--- config.mk ---
export PLATFORM = sky130hd
export DESIGN_NAME = ptimer8
export DESIGN_NICKNAME = d
export VERILOG_FILES = /design/src/rtl/ptimer8.sv
export SDC_FILE = /design/constraint.sdc
export NUM_CORES = 1
export LEC_CHECK = 0
export ABC_AREA = 1
export BUFFER_PORTS_ARGS = -buffer_cell sky130_fd_sc_hd__clkbuf_2
export CORE_ASPECT_RATIO = 0.7
export CORE_MARGIN = 2
export CORE_UTILIZATION = 50
export CTS_CLUSTER_DIAMETER = 40
export DETAILED_ROUTE_END_ITERATION = 6
export PLACE_DENSITY = 0.72
export SYNTH_ARGS = -nofsm -noshare
export SYNTH_HDL_FRONTEND = slang
export SYNTH_SLANG_ARGS = --single-unit
--- constraint.sdc ---
create_clock -name clk -period 1.4 [get_ports clk]
set_input_delay 0.21 -clock clk [delete_from_list [all_inputs] [get_ports clk]]
set_output_delay 0.21 -clock clk [all_outputs]
set_load 0.02 [all_outputs]
--- src/rtl/ptimer8.sv ---
module ptimer8 (
  input  logic       clk,
  input  logic       rst_n,
  input  logic [1:0] addr,
  input  logic       rd_en,
  input  logic       wr_en,
  input  logic [7:0] wdata,
  output logic [7:0] rdata,
  output logic [3:0] mode_o
);
  localparam int CNT_W = 16;
  localparam int HALF_W = CNT_W / 2;
  localparam int PRE_W = 7;
  localparam logic [1:0] A_HI = 2'd0, A_LO = 2'd1, A_CA = 2'd2, A_CB = 2'd3;

  logic [7:0]       ctla_q, ctlb_q, hold_q;
  logic [CNT_W-1:0] cnt_q;
  logic [PRE_W-1:0] pre_q;

  wire             en    = ctlb_q[7];
  wire [2:0]       pres  = ctlb_q[5:3];
  wire [PRE_W:0]   lim   = (PRE_W'(1) << pres) - 1'b1;
  wire             tick  = en && (pre_q == lim[PRE_W-1:0]);
  wire [CNT_W-1:0] nxt   = tick ? cnt_q + 1'b1 : cnt_q;
  wire             wr_hi = wr_en && addr == A_HI;
  wire             wr_lo = wr_en && addr == A_LO;

  assign mode_o = {ctla_q[7], ctlb_q[2:0]};

  always_ff @(posedge clk) begin
    if (!rst_n) pre_q <= '0;
    else if (!en || tick) pre_q <= '0;
    else pre_q <= pre_q + 1'b1;
  end

  always_ff @(posedge clk) begin
    if (!rst_n) begin
      cnt_q <= '0;
    end else begin
      cnt_q[CNT_W-1:HALF_W] <= wr_hi ? wdata : (wr_lo ? cnt_q[CNT_W-1:HALF_W] : nxt[CNT_W-1:HALF_W]);
      cnt_q[HALF_W-1:0]     <= wr_lo ? wdata : (wr_hi ? cnt_q[HALF_W-1:0] : nxt[HALF_W-1:0]);
    end
  end

  always_ff @(posedge clk) begin
    if (!rst_n) begin
      ctla_q <= '0;
      ctlb_q <= '0;
      hold_q <= '0;
    end else begin
      if (wr_en && addr == A_CA) ctla_q <= wdata;
      if (wr_en && addr == A_CB) ctlb_q <= wdata;
      if (rd_en && addr == A_HI && en) hold_q <= cnt_q[HALF_W-1:0];
    end
  end

  always_comb begin
    case (addr)
      A_HI:    rdata = cnt_q[CNT_W-1:HALF_W];
      A_LO:    rdata = en ? hold_q : cnt_q[HALF_W-1:0];
      A_CA:    rdata = ctla_q;
      default: rdata = ctlb_q;
    endcase
  end
endmodule

# Word-level counts from Yosys, hierarchy flattened
# Cells that the tools add are included.
[word_totals] word_cells=39 mem_bits_rw=0 input_bits=14 memories=0 register_bits=47 mem_bits_ro=0 latch_bits=0
[classes] eq_ne=6 order_cmp=0 add_sub_neg=3 mul=0 reduce_logical=15 n_shift=1 n_bitwise=1 div_mod_pow=0 n_mux=7
[op_table] op="$mux 8" count=5
[op_table] op="$pmux 8 s3" count=1
[op_table] op="$add 16x1->16 const B" count=1
[op_table] op="$mux 16" count=1
[op_table] op="$add 7x1->7 const B" count=1
[op_table] op="$eq 7x7->1" count=1
[op_table] op="$logic_and 1x1->1" count=7
[op_table] op="$shl 1x3->7 const A" count=1
[op_table] op="$sub 7x1->7 const B" count=1
[op_table] op="$eq 2x2->1 const B" count=2
[op_table] op="$reduce_and 2->1" count=2
[op_table] op="$reduce_bool 2->1" count=2
[op_table] op="$eq 2x1->1 const B" count=1
[op_table] op="$logic_not 2->1" count=1
[op_table] op="$ne 2x1->1 const B" count=1
[op_table] op="$ne 2x2->1 const B" count=1
[op_table] op="$reduce_or 2->1" count=1
[op_table] op="$logic_not 1->1" count=1
[op_table] op="$logic_or 1x1->1" count=1
[op_table] op="$not 1->1" count=1

# Logic depth before layout (Yosys ltp)
[logic_depth] ltp_word=7 mapped_depth=14

# Worst setup path before layout
# No wires, ideal clock.
[synth_path] kind="register to register" startpoint="reg cnt_q[0]" endpoint="reg cnt_q[10]" period_less_slack_ps=1520 setup_time_ps=115 path_stages_with_launch=10 path_slack_ps=-120 t_arrival_ps=1405 cell_sequence="dfxtp_1 > ha_1 > nand2_1 > nor3_1 > nand3_1 > nand3_1 > nand2_1 > nand3b_1 > nand2_1 > nor2_1"
[synth_via] elab_chain_len=4
[synth_lines] element="start: declaration" line_no="17" text="logic [CNT_W-1:0] cnt_q;"
[synth_lines] element="start signal: indexed assignment" line_no="40" text="cnt_q[CNT_W-1:HALF_W] <= wr_hi ? wdata : (wr_lo ? cnt_q[CNT_W-1:HALF_W] : nxt[CNT_W-1:HALF_W]);"
[synth_lines] element="start signal: indexed assignment" line_no="41" text="cnt_q[HALF_W-1:0] <= wr_lo ? wdata : (wr_hi ? cnt_q[HALF_W-1:0] : nxt[HALF_W-1:0]);"
[synth_lines] element="$add 16x1->16" line_no="24" text="wire [CNT_W-1:0] nxt = tick ? cnt_q + 1'b1 : cnt_q;"
[synth_lines] element="$mux 16" line_no="24"
[synth_lines] element="$mux 8 (2 in series)" line_no="40"
# No other way between the ends. The select of a mux whose other input is x is not followed.
# A chain may end at the register's enable or synchronous reset.

# Worst setup path after layout
[layout_path] startpoint="reg ctlb_q[7]" endpoint="out rdata[2]"
[layout_via] elab_chain_len=2
[layout_lines] element="start: declaration" line_no="16" text="logic [7:0] ctla_q, ctlb_q, hold_q;"
[layout_lines] element="start signal: assignment" line_no="52" text="if (wr_en && addr == A_CB) ctlb_q <= wdata;"
[layout_lines] element="$mux 8" line_no="60" text="A_LO: rdata = en ? hold_q : cnt_q[HALF_W-1:0];"
[layout_lines] element="$pmux 8 s3" line_no="58" text="case (addr)"
[layout_lines] element="end: declaration" line_no="8" text="output logic [7:0] rdata,"
# No other way between the ends.

==> impl_metrics.csv <==
group,metric,value,unit
floorplanning,rows,22,
synthesis,ys_ff_latch,47,
synthesis,synthAdderAreaFrac,0.00906,
place,placer_congestion,0.875,
synthesis,syn_nets,443,
cells_and_area,fin_cells,576,
synthesis,number_of_instances_in_the_synthesized_netlist,427,
floorplanning,initial_core_util,0.522,
place,detailed_place.area,3360,µm²
sta,fin_ws,-278,ps
detailed_routing,highest-signal-layer,"met4",
sta,timing.fmax,0.596,GHz
detailed_routing,wl_met3,919,µm
synthesis,synth-main-ff-cell,"sky130_fd_sc_hd__dfxtp_1",
floorplanning,core_region_area,5290,µm²
cells_and_area,n_fill_cell,392,
cells_and_area,areaGrowthSynthToFinish,42.0,%
synthesis,ys_types,30,
floorplanning,total_die_area,6140,µm²
clocking,ctsLongestPathBuffers,2,
synthesis,ys_warn_count,0,
floorplanning,die_h,66.2,µm
detailed_routing,detail_route.iter0.violations,277,
worst_setup_path,cp.required,1190,ps
cells_and_area,design.final.nets,519,
worst_hold_path,hp-class,"in -> reg",
detailed_routing,post_route_ant_nets,0,
power,power-per-cell-area,850,nW/µm²
sta,final.period_utilization,1.20,
place,place.detailed.instances,560,
sta,grt_setup_unrepaired,"true",
worst_setup_path,arrival,1470,ps
detailed_routing,wl_met2,4.11,mm
global_route,grt_antenna_before_repair,0,
sta,timing_worst_slew_pin_value,441,ps
global_route,globalRouteTotalUtil,0.320,
global_route,grt_pass1_wl,15.0,mm
sta,hold_viol,0,
place,hpwl,6.42,mm
floorplanning,chipWidth,92.8,µm
flow_run,max-cap-violations,0,
status,violations,"negative setup slack",
clocking,h-tree-depth,2,
worst_setup_path,worst_setup_path_end_kind,"output pin",
synthesis,yosys.area.top_type_share,0.341,
clocking,library_cell_used_as_clock_root_buffer,"sky130_fd_sc_hd__clkbuf_8",
sta,max_slew_violation_count,0,
synthesis,netlist_area,2760,µm²
global_route,grt_overflow,0,
cells_and_area,layout-drive-gt1-share,0.361,
detailed_routing,detail_route.wl_per_cell,16.4,µm
synthesis,ys_top_cells_by_area,"sky130_fd_sc_hd__dfxtp_1 (34%), sky130_fd_sc_hd__nand2_1 (13%), sky130_fd_sc_hd__a21oi_1 (9.1%), sky130_fd_sc_hd__nand3_1 (8.7%), sky130_fd_sc_hd__nor2_1 (6.4%)",
floorplanning,ioPinCount,26,
worst_setup_path,critical_path.top_delay_family,"compound AO/OA/AOI/OAI gates",
synthesis,synth.mux.area_fraction,0.0113,
global_route,grt_pass1_vias,2985,
detailed_routing,via_per_inst,5.73,
synthesis,synth_xor_area_frac,0.0222,
synthesis,main_combinational_cell_family_by_area_after_synthesis,"simple AND/OR/NAND/NOR gates",
status,run_status,"complete, but fails checks",
power,power.leakage,0.00166,µW
synthesis,post-synth-top-count-cell,"sky130_fd_sc_hd__nand2_1",
clocking,clk_transition_reported_paths,90,ps
worst_setup_path,timing.critical_path.mode_cell,"sky130_fd_sc_hd__a21oi_2",
synthesis,post_synth_and_or_nand_nor_area_fraction,0.346,
clocking,ctsHoldBuffers,0,
sta,fin_crit,1680,ps
detailed_routing,detail_route.wirelength.met1,4.15,mm
cells_and_area,insertedDiodeCount,0,
detailed_routing,drc,0,
clocking,cts_num_sinks,47,
sta,setup-violations-final,28,
worst_setup_path,timing.critical_path.buf_inv,2,
synthesis,synth_common_cells,"sky130_fd_sc_hd__nand2_1 (97), sky130_fd_sc_hd__a21oi_1 (50), sky130_fd_sc_hd__nand3_1 (48)",
place,port_buffer_count,25,
synthesis,synth_area_leader_cell,"sky130_fd_sc_hd__dfxtp_1",
worst_setup_path,setup.worst_path.start_class,"flip-flop",
clocking,worstSkewPairLatency,320,ps
detailed_routing,route.vias.total,3299,
worst_setup_path,critical_path.slowest_cell,"sky130_fd_sc_hd__dfxtp_4",
worst_setup_path,cpPeakStageDelay,390,ps
detailed_routing,wirelength,9.45,mm
worst_setup_path,path_cells,"inv_8, o21ai_1, a21oi_2, a21oi_2, o211ai_1, buf_4",
clocking,tritoncts,"done",
synthesis,synth_edf_count,0,
clocking,cts-buffers-inserted,5,
power,max-vdd-ir-drop,562,µV
sta,relSlewSlack,0.706,
synthesis,synth_compound_area_frac,0.172,
worst_setup_path,critical_path.max_fanout,7,
synthesis,syn_area_per_cell,6.47,µm²
sta,finalClockSkew,5.03,ps
worst_setup_path,critical_setup_path_kind,"reg -> out",
synthesis,synth_seq_area_share,0.341,
synthesis,async_reset_ff_frac,0,
global_route,grt_max_degree,22,
detailed_routing,detail_route.first_pass.iterations,5,
cells_and_area,final_design_area_no_fill,3920,µm²
==> metal layers <==
metal	up-vias	global-route usage
met3	27	0.0867
met4	0	0.119
met2	180	0.477
met1	1536	0.444
met5	-	0
li1	1556	-
==> worst register-to-register path, delay by kind of cell, from the launching register on <==
| kind | cells | cell delay, ps |
|---|---|---|
| simple gates | 7 | 770 |
| flops | 1 | 420 |
| xor+xnor | 1 | 90 |
| buf+inv | 2 | 260 |
==> cells by family after synthesis <==
kind of cell	after synthesis
flip-flops	47
AO/OA/AOI/OAI	90
multiplexers	3
buffers and inverters	61
adder cells (fa/ha/maj)	2
XOR/XNOR	7
AND/OR/NAND/NOR	217
==> cell usage in the layout, fill, tap and decap left out, types with 4 or more instances in the layout <==
cell type / netlist / routed
sky130_fd_sc_hd__nor2_1: 47 / 38
sky130_fd_sc_hd__buf_12: 0 / 4
sky130_fd_sc_hd__a21oi_2: 0 / 11
sky130_fd_sc_hd__buf_6: 3 / 6
sky130_fd_sc_hd__buf_4: 5 / 61
sky130_fd_sc_hd__clkbuf_8: 0 / 6
sky130_fd_sc_hd__clkbuf_2: 0 / 17
sky130_fd_sc_hd__o21ai_0: 31 / 16
sky130_fd_sc_hd__nand2_4: 2 / 4
sky130_fd_sc_hd__a21oi_1: 50 / 36
sky130_fd_sc_hd__o211ai_1: 7 / 7
sky130_fd_sc_hd__dfxtp_2: 0 / 7
sky130_fd_sc_hd__nor2_4: 1 / 4
sky130_fd_sc_hd__nand3_1: 48 / 38
sky130_fd_sc_hd__inv_1: 39 / 36
sky130_fd_sc_hd__xor2_1: 5 / 5
sky130_fd_sc_hd__dfxtp_1: 47 / 35
sky130_fd_sc_hd__o21ai_1: 0 / 10
sky130_fd_sc_hd__nand4_1: 5 / 5
sky130_fd_sc_hd__nand2_1: 97 / 88
sky130_fd_sc_hd__dfxtp_4: 0 / 5
sky130_fd_sc_hd__nor2_2: 3 / 9
sky130_fd_sc_hd__nand2_2: 6 / 12
sky130_fd_sc_hd__nand3_2: 1 / 9
==> cell type report <==
cell class	count	area, µm²	area share
timing repair buffer	88	691	0.176
multi-input combinational	320	1880	0.480
inverter	39	158	0.0402
tap	72	90.1	0.0230
timing repair inverter	2	13.8	0.00351
sequential	47	968	0.247
clock buffer	6	82.6	0.0211
clock inverter	2	35.0	0.00894
==> worst paths after layout <==
kind / start / to / slack, ps / depth (start not counted)
setup / recovery: ctlb_q[7] / rdata[2] / -280 / 6
hold / removal: wdata[2] / ctlb_q[2] / 200 / 3
setup reg to reg: ctlb_q[5] / cnt_q[3] / -250 / 10
hold reg to reg: ctla_q[0] / ctla_q[0] / 480 / 2
==> report_power, final <==
part,switching (µW),total [µW],internal [µW]
clock,512,1090,579
sequential,59.3,1450,1390
combinational,461,786,325
==> metrics by stage <==
step / hold slack [ps] / power (µW) / util / setup slack [ps] / TNS (ps)
after floorplan: 374 / 1840 / - / -30.5 / -244
after global placement: 448 / 2090 / 0.635 / -246 / -4570
after detailed placement: 454 / 2100 / 0.635 / -326 / -6100
after CTS: 193 / 3260 / 0.708 / -235 / -3440
after global routing: 196 / 3470 / 0.742 / -331 / -6610
final: 196 / 3330 / 0.742 / -278 / -4180
==> timing repair <==
item                       in CTS  in global routing
pin swaps                      17                 15
setup endpoints to repair      31                 38
gates cloned                    1                  2
resized for setup              81                 47
buffers inserted                2                  4
==> registers in the layout (all words and copies together) (netlist names) <==
name / cells
cnt_q: 16
ctla_q: 8
ctlb_q: 8
hold_q: 8
pre_q: 7
Note: power is estimated with default switching activity, not from simulation.
